### src/rtl/nand_ecc_pkg.sv
package nand_ecc_pkg;

  localparam int SEG_BYTES = 256;
  localparam int ADDR_W    = $clog2(SEG_BYTES);
  localparam int CODE_W    = 24;
  localparam int MODE_LSB  = 5;

  typedef enum logic [1:0] {
    MODE_OFF = 2'b00,
    MODE_ACC = 2'b01,
    MODE_RD  = 2'b10,
    MODE_RST = 2'b11
  } ecc_mode_e;

  // {C, B, A}, inverted so an erased segment codes to all ones
  function automatic logic [CODE_W-1:0] form_code(input logic [7:0] col,
                                                 input logic [ADDR_W-1:0] lt,
                                                 input logic [ADDR_W-1:0] lc);
    logic [7:0] a, b, c;
    for (int k = 0; k < 4; k++) begin
      a[2*k+1] = lt[k];
      a[2*k]   = lc[k];
      b[2*k+1] = lt[k+4];
      b[2*k]   = lc[k+4];
    end
    c[7] = ^col[7:4];
    c[6] = ^col[3:0];
    c[5] = col[7] ^ col[6] ^ col[3] ^ col[2];
    c[4] = col[5] ^ col[4] ^ col[1] ^ col[0];
    c[3] = col[7] ^ col[5] ^ col[3] ^ col[1];
    c[2] = col[6] ^ col[4] ^ col[2] ^ col[0];
    c[1:0] = 2'b00;
    return ~{c, b, a};
  endfunction

endpackage

### src/rtl/nand_ecc_accum.sv
module nand_ecc_accum
  import nand_ecc_pkg::*;
(
  input  logic              clk_i,
  input  logic              rst_ni,
  input  logic              clr_i,
  input  logic              en_i,
  input  logic [7:0]        data_i,
  output logic              done_o,
  output logic [CODE_W-1:0] code_o
);

  logic [ADDR_W-1:0] cnt_q;
  logic [7:0]        col_q, col_n;
  logic [ADDR_W-1:0] lt_q, lt_n, lc_q, lc_n;
  logic              bpar;

  always_comb begin
    bpar  = ^data_i;
    col_n = col_q ^ data_i;
    lt_n  = lt_q ^ ({ADDR_W{bpar}} & cnt_q);
    lc_n  = lc_q ^ ({ADDR_W{bpar}} & ~cnt_q);
  end

  assign done_o = en_i && (cnt_q == {ADDR_W{1'b1}});
  assign code_o = form_code(col_n, lt_n, lc_n);

  always_ff @(posedge clk_i or negedge rst_ni) begin
    if (!rst_ni) begin
      cnt_q <= '0;
      col_q <= '0;
      lt_q  <= '0;
      lc_q  <= '0;
    end else if (clr_i) begin
      cnt_q <= '0;
      col_q <= '0;
      lt_q  <= '0;
      lc_q  <= '0;
    end else if (en_i) begin
      cnt_q <= cnt_q + 1'b1;
      if (done_o) begin
        col_q <= '0;
        lt_q  <= '0;
        lc_q  <= '0;
      end else begin
        col_q <= col_n;
        lt_q  <= lt_n;
        lc_q  <= lc_n;
      end
    end
  end

endmodule

### src/rtl/nand_ecc_store.sv
module nand_ecc_store
  import nand_ecc_pkg::*;
#(
  parameter int NUM_SEGS = 8,
  localparam int SEG_W = (NUM_SEGS > 1) ? $clog2(NUM_SEGS) : 1,
  localparam int CNT_W = $clog2(NUM_SEGS + 1)
) (
  input  logic              clk_i,
  input  logic              rst_ni,
  input  logic              clr_i,
  input  logic              wr_i,
  input  logic [CODE_W-1:0] wr_code_i,
  input  logic [SEG_W-1:0]  rd_seg_i,
  output logic [CODE_W-1:0] rd_code_o,
  output logic [CNT_W-1:0]  wr_seg_o
);

  logic [CODE_W-1:0] slot_q [NUM_SEGS];
  logic [CNT_W-1:0]  wr_seg_q;

  for (genvar g = 0; g < NUM_SEGS; g++) begin : g_slot
    always_ff @(posedge clk_i or negedge rst_ni) begin
      if (!rst_ni)                                slot_q[g] <= '0;
      else if (clr_i)                             slot_q[g] <= '0;
      else if (wr_i && wr_seg_q == CNT_W'(g))     slot_q[g] <= wr_code_i;
    end
  end

  always_ff @(posedge clk_i or negedge rst_ni) begin
    if (!rst_ni)                                   wr_seg_q <= '0;
    else if (clr_i)                                wr_seg_q <= '0;
    else if (wr_i && wr_seg_q != CNT_W'(NUM_SEGS)) wr_seg_q <= wr_seg_q + 1'b1;
  end

  assign rd_code_o = slot_q[rd_seg_i];
  assign wr_seg_o  = wr_seg_q;

endmodule

### src/rtl/nand_ecc_rdptr.sv
module nand_ecc_rdptr #(
  parameter int NUM_SEGS = 8,
  localparam int SEG_W = (NUM_SEGS > 1) ? $clog2(NUM_SEGS) : 1
) (
  input  logic             clk_i,
  input  logic             rst_ni,
  input  logic             clr_i,
  input  logic             adv_i,
  output logic [SEG_W-1:0] seg_o,
  output logic [1:0]       pos_o
);

  logic [SEG_W-1:0] seg_q;
  logic [1:0]       pos_q;

  always_ff @(posedge clk_i or negedge rst_ni) begin
    if (!rst_ni) begin
      seg_q <= '0;
      pos_q <= '0;
    end else if (clr_i) begin
      seg_q <= '0;
      pos_q <= '0;
    end else if (adv_i) begin
      if (pos_q == 2'd2) begin
        pos_q <= '0;
        seg_q <= (seg_q == SEG_W'(NUM_SEGS - 1)) ? '0 : seg_q + 1'b1;
      end else begin
        pos_q <= pos_q + 1'b1;
      end
    end
  end

  assign seg_o = seg_q;
  assign pos_o = pos_q;

endmodule

### src/rtl/nand_ecc_engine.sv
module nand_ecc_engine
  import nand_ecc_pkg::*;
#(
  parameter int NUM_SEGS = 8
) (
  input  logic       clk_i,
  input  logic       rst_ni,
  input  logic       ctl_we_i,
  input  logic [7:0] ctl_wdata_i,
  input  logic       dat_stb_i,
  input  logic [7:0] dat_i,
  output logic [7:0] code_o
);

  localparam int SEG_W = (NUM_SEGS > 1) ? $clog2(NUM_SEGS) : 1;
  localparam int CNT_W = $clog2(NUM_SEGS + 1);

  ecc_mode_e         mode_q;
  logic              clr, acc_en, rd_adv, seg_done, full;
  logic [CODE_W-1:0] new_code, rd_code;
  logic [CNT_W-1:0]  wr_seg;
  logic [SEG_W-1:0]  rd_seg;
  logic [1:0]        rd_pos;
  logic [7:0]        sel_byte;

  always_ff @(posedge clk_i or negedge rst_ni) begin
    if (!rst_ni)       mode_q <= MODE_OFF;
    else if (ctl_we_i) mode_q <= ecc_mode_e'(ctl_wdata_i[MODE_LSB +: 2]);
  end

  assign clr    = (mode_q == MODE_RST);
  assign full   = (wr_seg == CNT_W'(NUM_SEGS));
  assign acc_en = dat_stb_i && (mode_q == MODE_ACC) && !full;
  assign rd_adv = dat_stb_i && (mode_q == MODE_RD);

  nand_ecc_accum u_accum (
    .clk_i  (clk_i),
    .rst_ni (rst_ni),
    .clr_i  (clr),
    .en_i   (acc_en),
    .data_i (dat_i),
    .done_o (seg_done),
    .code_o (new_code)
  );

  nand_ecc_store #(.NUM_SEGS(NUM_SEGS)) u_store (
    .clk_i     (clk_i),
    .rst_ni    (rst_ni),
    .clr_i     (clr),
    .wr_i      (seg_done),
    .wr_code_i (new_code),
    .rd_seg_i  (rd_seg),
    .rd_code_o (rd_code),
    .wr_seg_o  (wr_seg)
  );

  nand_ecc_rdptr #(.NUM_SEGS(NUM_SEGS)) u_rdptr (
    .clk_i  (clk_i),
    .rst_ni (rst_ni),
    .clr_i  (mode_q != MODE_RD),
    .adv_i  (rd_adv),
    .seg_o  (rd_seg),
    .pos_o  (rd_pos)
  );

  // byte order per segment: B, A, C
  always_comb begin
    unique case (rd_pos)
      2'd0:    sel_byte = rd_code[15:8];
      2'd1:    sel_byte = rd_code[7:0];
      default: sel_byte = rd_code[23:16];
    endcase
  end

  assign code_o = (mode_q == MODE_RD) ? sel_byte : 8'h00;

endmodule

### config.mk
export PLATFORM = sky130hd
export DESIGN_NAME = nand_ecc_engine
export DESIGN_NICKNAME = d
export VERILOG_FILES = /design/src/rtl/nand_ecc_pkg.sv /design/src/rtl/nand_ecc_accum.sv /design/src/rtl/nand_ecc_store.sv /design/src/rtl/nand_ecc_rdptr.sv /design/src/rtl/nand_ecc_engine.sv
export SDC_FILE = /design/constraint.sdc
export NUM_CORES = 1
export LEC_CHECK = 0
export BUFFER_PORTS_ARGS = -buffer_cell sky130_fd_sc_hd__buf_2
export CAP_MARGIN = 20
export CORE_ASPECT_RATIO = 1.2
export CORE_MARGIN = 2
export CORE_UTILIZATION = 45
export CTS_BUF_LIST = sky130_fd_sc_hd__clkbuf_4
export CTS_CLUSTER_DIAMETER = 150
export DETAILED_ROUTE_END_ITERATION = 7
export GPL_ROUTABILITY_DRIVEN = 0
export HOLD_SLACK_MARGIN = 0.12
export PLACE_DENSITY = 0.57
export REMOVE_ABC_BUFFERS = 1
export SYNTH_ARGS = -nofsm -noshare
export SYNTH_HDL_FRONTEND = slang
export SYNTH_SLANG_ARGS = --single-unit
### constraint.sdc
create_clock -name clk_i -period 4.2 [get_ports clk_i]
set_clock_uncertainty 0.1 [all_clocks]
set_input_delay 0.21 -clock clk_i [delete_from_list [all_inputs] [get_ports clk_i]]
set_output_delay 0.21 -clock clk_i [all_outputs]
set_load 0.02 [all_outputs]
==> qor.csv, run 1 <==
metric;value;unit
status;finished, final reports clean;
Die X;155;um
relative slew slack;0.274;
cts repair resizes;0;
Final min period;3.78;ns
CP Capture Type;output pin;
CTS buffer count;61;
Net Sw Frac;0.328;
GRT Resource Usage Total;0.243;
Clock Tree Root;clkbuf_4;
final setup vio count;0;
Worst Hold Depth;3;
crit path max fanout;24;
Final Slew Violations;0;
Register Area;5690;sq um
Core Rows;66;
Pre-Repair DR Iteration Count;5;
flop2flop setup slack;0.68;ns
Primary FF master, synth;dfrtp_1;
layout cells sized above 1;0.235;
clock sinks;227;
routed wire length;34100;um
vias in the first global route;9636;
number of synthesized flops with an enable pin;0;
Layout Nets;1193;
Peak Freq;265;MHz
hold crit path type;in -> reg;
most frequent cells in the layout;dfrtp_1 (225), nor3_1 (111), clkbuf_4 (97);
Pleak;0.00555;uW
post-synthesis cell type count;46;
Cells after Synth;1173;
area of the multi-input gates;6050;sq um
Synth Register Bits;227;
path depth of the worst reg2reg path;7;
worst min-delay path startpoint;ctl_we_i;
register area share after synthesis;0.461;
hold_ws;0.222;ns
die area;28700;sq um
TritonCTS clock tree;built;
first-pass GRT wire length;55200;um
worst slew pin tran;1.09;ns
reg2reg start;u_accum.cnt_q[0];
syn avg cell area;10.5;sq um
first-iteration detailed-routing DRC count;910;
initial antenna violation count;1;
RSZ-0062 raised after global routing;false;
DRC viols;0;
Async S/R FF share, synth;1.00;
final HPWL from detailed placement;20000;um
clk_lat worst skew;0.70;ns
final worst-path cycle share;0.900;
final core utilization;0.501;
average wire per standard cell;22.0;um
routed vias;9947;
Power Internal;3820;uW
Clock power frac;0.345;
grt ovf;0;
CTS clock-pin slew for the worst setup and hold paths;0.07;ns
core box area;27000;sq um
Critical-path top delay cell;dfrtp_4;
most common cell after layout, fill and taps aside;dfrtp_1;
VDD IR max;273;uV
Comb power frac;0.211;
r2r endpoint;u_store.slot_q[145];
Vias/cell;6.41;
switching power;1860;uW
filler cell count in the final layout;2492;
Netlist Area Pre-Place;12300;sq um
clock buffer depth;3;
max-capacitance violation count;0;
final hold violation count;0;
crit-path cells;buf_4 > mux4_2 > mux2i_1 > nor2_1 > a211oi_1 > a211oi_1 > buf_2;
IO buf count;21;
I/O pin count;28;
largest net degree at the start of global routing;105;
element type at the critical path start;register;
Syn. warnings;0;
power per cell area;420;nW/um^2
area delta synth->final;9.75;%
Crit path arrival time;3.47;ns
Hold Path Sink;mode_q[1];
H-tree depth;2;
most used cell, CP;a211oi_1;
CP peak stage delay;0.78;ns
Crit path required time;3.89;ns
Post-DRT Antenna Nets;0;
Die Ht;185;um
Starting Density;0.457;
Reg power frac;0.444;
Crit Path Class;reg -> out;
-- sequential cells by signal, summed over array words and instances, names as in the netlist --
register	flops
u_store.slot_q	184
u_accum.cnt_q	8
u_rdptr.seg_o	3
u_store.wr_seg_o	4
u_accum.col_q	8
u_accum.lt_q	8
u_accum.lc_q	8
u_rdptr.pos_o	2
mode_q	2
-- timing repair --
item                                    in CTS  in global routing
buffers inserted                             0                  0
hold buffers                                16                  0
hold endpoints to repair                   125                  0
endpoints found under the setup margin       0                  0
-- Yosys cell counts (34+ instances only) --
master,count,share of area
mux4_2,46,0.084
o311ai_0,34,0.024
nor2_1,83,0.025
buf_2,52,0.021
nor3_1,111,0.045
o21ai_0,55,0.022
nand2_1,40,0.012
or3_1,44,0.022
a311o_1,48,0.039
dfrtp_1,227,0.46
a31o_2,40,0.028
clkbuf_1,66,0.020
nand3_1,50,0.020
-- power by group through the flow --
stage	Sequential, uW	Combinational, uW	Clock, uW
2_1_floorplan	2510	744	0
3_3_place_gp	2550	1170	0
3_5_place_dp	2560	1180	0
4_1_cts	2520	1200	2020
5_1_grt	2550	1310	2140
6_report	2520	1200	1960
-- routing by layer --
metal / part of all wire / global-route usage / routed length [um]
met3: 0.057 / 0.0374 / 1950
met4: 0.019 / 0.0711 / 652
met2: 0.48 / 0.394 / 16300
met5: 0 / 0 / 0
met1: 0.45 / 0.341 / 15200
-- through the flow --
stage / power [uW] / worst slack [ns] / TNS, ns / cell area [sq um] / cells
global placement: 3720 / 0.799 / 0 / 12600 / 1426
floorplan: 3250 / -1.24 / -101.81 / 11700 / 1034
finish: 5680 / 0.421 / 0 / 13500 / 1552
global route: 5990 / 0.223 / 0 / 13500 / 1552
detailed placement: 3740 / 0.710 / 0 / 12600 / 1427
CTS: 5730 / 0.363 / 0 / 13500 / 1551
-- critical path: cells and delay by family (launching register included) --
| family | cells | cell delay [ns] |
|---|---|---|
| and+or+nand+nor | 1 | 0.09 |
| AOI/OAI and AO/OA | 2 | 0.48 |
| DFF | 1 | 0.78 |
| buffers and inverters | 2 | 0.53 |
| muxes | 2 | 0.86 |
-- worst max-delay path by stage --
| stage | startpoint | end | slack, ns | depth (start not counted) |
|---|---|---|---|---|
| 2_1_floorplan | mode_q[0] | u_accum.lc_q[0] | -1.24 | 5 |
| 5_1_grt | u_rdptr.seg_o[1] | code_o[3] | 0.22 | 7 |
| 4_1_cts | u_rdptr.seg_o[1] | code_o[3] | 0.36 | 7 |
| 3_3_place_gp | u_accum.cnt_q[0] | u_store.slot_q[146] | 0.80 | 7 |
| 3_5_place_dp | u_accum.cnt_q[0] | u_store.slot_q[145] | 0.71 | 7 |
| 6_report | u_rdptr.seg_o[1] | code_o[3] | 0.42 | 7 |
-- kinds of logic after synthesis --
logic type	count (synthesis)	share of synthesized area
AO/OA/AOI/OAI	259	0.160
XOR/XNOR	40	0.0296
buffers and inverters	146	0.0522
multiplexers	100	0.131
AND/OR/NAND/NOR	394	0.160
adder cells (fa/ha/maj)	7	0.00710
flip-flops	227	0.461
-- layout make-up --
| cell class | count | area share |
|---|---|---|
| clock inverter | 11 | 0.00342 |
| clock buffer | 97 | 0.0538 |
| inverter | 7 | 0.00194 |
| tap | 340 | 0.0314 |
| antenna | 1 | 0.000185 |
| multi-input combinational | 800 | 0.447 |
| timing repair buffer | 69 | 0.0421 |
| sequential | 227 | 0.420 |
(Power assumes the default switching activity.)
==> run 2: changes to the inputs <==
Settings changed: CORE_ASPECT_RATIO 1.2 to 0.75.
==> run 2 against run 1 <==
Global-route usage grew 0.99 points. Die area about the same. Clock power is 3% lower. Highest routed layer unchanged.
==> qor.csv, run 2 (synthesis gave the netlist of run 1 again) <==
metric;value;unit;change
I/O pin count;28;;unchanged
VDD IR max;261;uV;-4.5%
Clock power frac;0.339;;-0.006
Buf+Inv Stages, Crit Path;1;;-1
first-iteration detailed-routing DRC count;1035;;+14%
final hold violation count;0;;unchanged
CP peak stage delay;0.73;ns;-0.05 ns
Die X;195;um;+26%
first-pass GRT wire length;56800;um;+2.8%
Register Area;5690;sq um;unchanged
Net Sw Frac;0.338;;+0.00977
clock buffer depth;3;;unchanged
Core Rows;52;;-21%
element type at the critical path start;register;;
Clock Tree Root;clkbuf_4;;
Finished Cell Area;13500;sq um;-0.18%
Pre-Repair DR Iteration Count;5;;unchanged
average wire per standard cell;22.7;um;+3.1%
Top delay family on crit path;multiplexers;;
TritonCTS clock tree;built;;
grt ovf;0;;unchanged
Layout Nets;1188;;-0.42%
Non-Filler Instances;1558;;+0.39%
setup TNS;0;ns;unchanged
final worst-path cycle share;0.889;;-0.0112
CTS buffer count;58;;-4.9%
area of the multi-input gates;6050;sq um;about the same
max-capacitance violation count;0;;unchanged
routed vias;9825;;-1.2%
relative slew slack;0.279;;+0.00471
RSZ-0062 raised after global routing;false;;
GRT Resource Usage Total;0.253;;+0.00990
layout cells sized above 1;0.222;;-0.0131
Placed Instance Area;12600;sq um;-0.27%
initial antenna violation count;1;;unchanged
Reg power frac;0.448;;+0.004
most common cell after layout, fill and taps aside;dfrtp_1;;
Crit path required time;3.89;ns;about the same
largest net degree at the start of global routing;105;;unchanged
final HPWL from detailed placement;20400;um;+1.7%
final worst setup slack;0.468;ns;+0.0470 ns
Crit Path Class;reg -> out;;
worst slew pin tran;1.08;ns;-0.00706 ns
routed wire length;35300;um;+3.5%
Place WS;0.787;ns;+0.0768 ns
clk_lat worst skew;0.73;ns;+0.03 ns
vias in the first global route;9621;;-0.16%
Die Ht;147;um;-20%
filler cell count in the final layout;2476;;-0.64%
hold_ws;0.205;ns;-0.0168 ns
hold crit path type;in -> reg;;
most used cell, CP;a211oi_1;;
Pleak;0.00551;uW;-0.69%
status;finished, final reports clean;;
Power Internal;3730;uW;-2.4%
clock sinks;227;;unchanged
Critical-path top delay cell;dfrtp_4;;
Final min period;3.73;ns;-0.0470 ns
Comb power frac;0.213;;+0.002
CP Capture Type;output pin;;
power per cell area;417;nW/um^2;-0.78%
CTS clock-pin slew for the worst setup and hold paths;0.07;ns;about the same
core box area;26900;sq um;-0.25%
most frequent cells in the layout;dfrtp_1 (225), nor3_1 (111), nor2_1 (83);;
Peak Freq;268;MHz;+1.3%
switching power;1900;uW;+2.0%
crit path max fanout;19;;-21%
Starting Density;0.458;;+0.00115
crit-path cells;mux4_2 > mux2i_1 > nor2_1 > a211oi_1 > a211oi_1 > buf_2;;
H-tree depth;2;;unchanged
Crit path arrival time;3.42;ns;-0.05 ns
IO buf count;21;;unchanged
Vias/cell;6.31;;-1.6%
most flop-heavy register;u_store.slot_q;;
DRC viols;0;;unchanged
Post-DRT Antenna Nets;0;;unchanged
final setup vio count;0;;unchanged
Inst Count DP;1432;;+0.35%
max reg flops;184;;unchanged
Final Slew Violations;0;;unchanged
die area;28800;sq um;about the same
area delta synth->final;9.56;%;
run 2: cell count changes in the layout (fill, tap and decap cells not counted), sizes merged:
cell,before,now
inv,8,9
clkinv,10,21
bufinv,0,1
clkbuf,97,81
buf,53,49
dlygate4sd3,16,18
run 2: area by class of cell:
type | count | area share
multi-input combinational | 800 | 0.448
antenna | 1 | 0.000185
tap | 351 | 0.0325
inverter | 7 | 0.00194
sequential | 227 | 0.421
timing repair buffer | 67 | 0.0429
clock inverter | 24 | 0.00871
clock buffer | 81 | 0.0450
run 2: worst paths after layout:
path | cells past startpoint | start | slack (ns) | end
max in group asynchronous | 4 | rst_ni | 2.97 | u_store.slot_q[181]
setup / recovery | 6 | u_rdptr.seg_o[1] | 0.47 | code_o[7]
setup reg to reg | 6 | u_accum.cnt_q[0] | 0.73 | u_store.slot_q[7]
min in group asynchronous | 4 | rst_ni | 0.55 | u_store.slot_q[143]
hold / removal | 4 | dat_i[1] | 0.20 | u_accum.col_q[1]
hold reg to reg | 1 | u_accum.lc_q[4] | 0.38 | u_accum.lc_q[4]
run 2: power groups by stage:
stage | logic [uW] | clock network, uW | registers, uW
after detailed placement | 1180 | 0 | 2560
after global placement | 1170 | 0 | 2550
final | 1200 | 1910 | 2520
after floorplan | 744 | 0 | 2510
after global routing | 1310 | 2080 | 2550
after CTS | 1200 | 1960 | 2520
run 2: metal layers:
layer | GRT usage | wire (um) | vias up
met5 | 0 | 0 | -
met4 | 0.0679 | 507 | 0
met3 | 0.0618 | 2570 | 32
met2 | 0.354 | 15200 | 319
met1 | 0.390 | 17100 | 4993
li1 | - | - | 4481
run 2: worst register-to-register path: cells and delay by family, from the launching register on:
kind,cells,cell delay (ns)
compound gates,1,0.36
fa+ha+maj,1,0.25
buf+inv,1,0.38
flops,1,0.55
simple gates,3,1.73
run 2: repair_timing:
item / in CTS / in global routing
hold buffers: 19 / 0
buffers inserted: 0 / 0
endpoints found under the hold margin: 204 / 0
resized for setup: 0 / 0
run 2: per-stage QoR:
step | total power [uW] | utilization
2_1_floorplan | 3250 | -
3_3_place_gp | 3720 | 0.466
3_5_place_dp | 3740 | 0.466
4_1_cts | 5680 | 0.501
5_1_grt | 5940 | 0.502
6_report | 5630 | 0.502
==> run 3: changes to the inputs <==
Settings changed: ABC_AREA set to 1.
==> run 3 against run 2 <==
Combinational power up 64%. First-iteration DRC count down 27%. Synthesized cell count up 31%. Critical endpoint is now code_o[0]. Sequential power up 31%.
==> qor.csv, run 3 <==
metric;value;unit;change
crit path max fanout;53;;+34
Crit Path Class;reg -> out;;
Netlist Area Pre-Place;12000;sq um;-3.1%
clock sinks;227;;unchanged
Core Rows;51;;-1.9%
initial antenna violation count;2;;+1
TritonCTS clock tree;built;;
vias in the first global route;10020;;+4.1%
Peak Freq;307;MHz;+15%
Die X;192;um;-1.5%
average wire per standard cell;18.5;um;-19%
I/O pin count;28;;unchanged
CTS clock-pin slew for the worst setup and hold paths;0.07;ns;about the same
Async S/R FF share, synth;1.00;;unchanged
# Post-CTS Setup Buffers;0;;unchanged
clock buffer depth;3;;unchanged
Syn. warnings;0;;unchanged
ranking of synthesized cells by area;dfrtp_1 (48%), nand2_1 (17%), nand3_1 (14%);;
hold crit path type;in -> reg;;
first-iteration detailed-routing DRC count;753;;-27%
relative slew slack;0.250;;-0.0289
Final Slew Violations;0;;unchanged
Vias/cell;5.44;;-14%
DRC viols;0;;unchanged
Yosys top cell area share;0.475;;+0.0146
total power;7130;uW;+27%
CP peak stage delay;0.65;ns;-0.08 ns
Cells after Synth;1532;;+31%
H-tree depth;2;;unchanged
Place WS;1.03;ns;+0.243 ns
Clock Tree Root;clkbuf_4;;
status;finished, final reports clean;;
CP Capture Type;output pin;;
Pleak;0.00656;uW;+19%
top-count cell post-synth;nand2_1;;
Starting Density;0.459;;+0.00128
area delta synth->final;8.68;%;
filler cell count in the final layout;2654;;+7.2%
IO buf count;21;;unchanged
core box area;26000;sq um;-3.3%
max-capacitance violation count;0;;unchanged
most used cell, CP;nand3_1;;
area leader, netlist;dfrtp_1;;
routed vias;10560;;+7.5%
most frequent cells in the layout;nand2_1 (537), nand3_1 (325), dfrtp_1 (225);;
layout cells sized above 1;0.160;;-0.0624
final setup vio count;0;;unchanged
register area share after synthesis;0.475;;+0.0146
Crit path arrival time;2.95;ns;-0.47 ns
Synth Register Bits;227;;unchanged
clk_lat worst skew;0.72;ns;about the same
Die Ht;145;um;-1.5%
most common cell after layout, fill and taps aside;nand2_1;;
number of synthesized flops with an enable pin;0;;unchanged
Layout Nets;1586;;+34%
syn avg cell area;7.80;sq um;-26%
RSZ-0062 raised after global routing;false;;
first-pass GRT wire length;56500;um;-0.43%
Crit path required time;3.89;ns;about the same
final HPWL from detailed placement;19700;um;-3.2%
element type at the critical path start;register;;
power per cell area;549;nW/um^2;+32%
Critical-path top delay cell;dfrtp_2;;
most flop-heavy register;u_store.slot_q;;
Post-DRT Antenna Nets;0;;unchanged
final hold violation count;0;;unchanged
Primary FF master, synth;dfrtp_1;;
Top delay family on crit path;buffers and inverters;;
CTS buffer count;60;;+3.4%
crit-path cells;buf_4 > a21oi_1 > o21ai_0 > nand3_1 > nand3_1 > nand2_1 > nor2_1 > buf_2;;
Commonest cells post-synth;nand2_1 (537), nand3_1 (325), dfrtp_1 (227), nand2_2 (91), inv_1 (59);;
Pre-Repair DR Iteration Count;5;;unchanged
final worst setup slack;0.941;ns;+0.473 ns
VDD IR max;290;uV;+11%
worst slew pin tran;1.12;ns;+0.0422 ns
routed wire length;35800;um;+1.5%
Buf+Inv Stages, Crit Path;2;;+1
die area;27900;sq um;-3.0%
GRT Resource Usage Total;0.262;;+0.00832
max reg flops;184;;unchanged
final worst-path cycle share;0.776;;-0.113
grt ovf;0;;unchanged
post-synthesis cell type count;37;;-20%
Final min period;3.26;ns;-0.473 ns
largest net degree at the start of global routing;102;;-2.9%
run 3: power breakdown:
group	internal [uW]	total (uW)	switching, uW
Sequential	2870	3290	423
Combinational	696	1970	1280
Clock	917	1860	942
run 3: stage by stage:
step,cell area (sq um),cells,util,setup TNS [ns],hold slack (ns)
2_1_floorplan,11400,1445,-,-0.427,-0.186
3_3_place_gp,12100,1824,0.465,0,0.228
3_5_place_dp,12100,1824,0.465,0,0.229
4_1_cts,13000,1940,0.499,0,0.143
5_1_grt,13000,1941,0.499,0,0.206
6_report,13000,1941,0.499,0,0.217
run 3: final cells by class:
cell class	count	area [sq um]	share of cell area
Timing Repair Buffer	52	433	0.0333
Inverter	70	283	0.0218
Clock inverter	14	53.8	0.00414
Antenna cell	1	2.50	0.000193
Tap cell	344	430	0.0331
Sequential cell	227	5680	0.437
Multi-Input combinational cell	1148	5470	0.421
Clock buffer	85	638	0.0491
run 3: per-layer routing:
metal	wire length (um)	vias to the layer above	track usage	share of wire
met5	8	-	0	0.00022
met1	17100	5122	0.382	0.48
met3	2210	75	0.0474	0.062
li1	-	5060	-	-
met2	15700	301	0.393	0.44
met4	854	2	0.0805	0.024
run 3: final timing paths:
kind                                     start            endpoint  slack (ns)  depth (start not counted)
setup / recovery              u_rdptr.seg_o[0]           code_o[0]        0.94                          8
hold / removal                        ctl_we_i           mode_q[1]        0.22                          3
setup reg to reg           u_store.wr_seg_o[0]     u_accum.lt_q[6]        0.99                          8
hold reg to reg             u_store.slot_q[30]  u_store.slot_q[30]        0.38                          2
max in group asynchronous               rst_ni    u_rdptr.seg_o[0]        2.96                          4
min in group asynchronous               rst_ni    u_accum.cnt_q[3]        0.57                          4
run 3: repair_timing:
action,in CTS,in global routing
hold endpoints to repair,235,0
hold buffers,17,0
gates resized for setup,0,0
run 3: tightest hold or removal path: stages:
cell and delay (ns):
buf_2 0.10, o21ai_0 0.10, dlygate4sd3_1 0.57
run 3: logic make-up (layout without fill, tap and decap cells):
group | after synthesis | after routing | share of synthesized area
simple gates | 1009 | 1009 | 0.381
flops | 227 | 227 | 0.475
buf+inv | 157 | 221 | 0.0686
compound gates | 110 | 110 | 0.0506
xor+xnor | 21 | 21 | 0.0160
fa+ha+maj | 7 | 7 | 0.00733
mux | 1 | 1 | 0.000942
other cells | 0 | 1 | 0
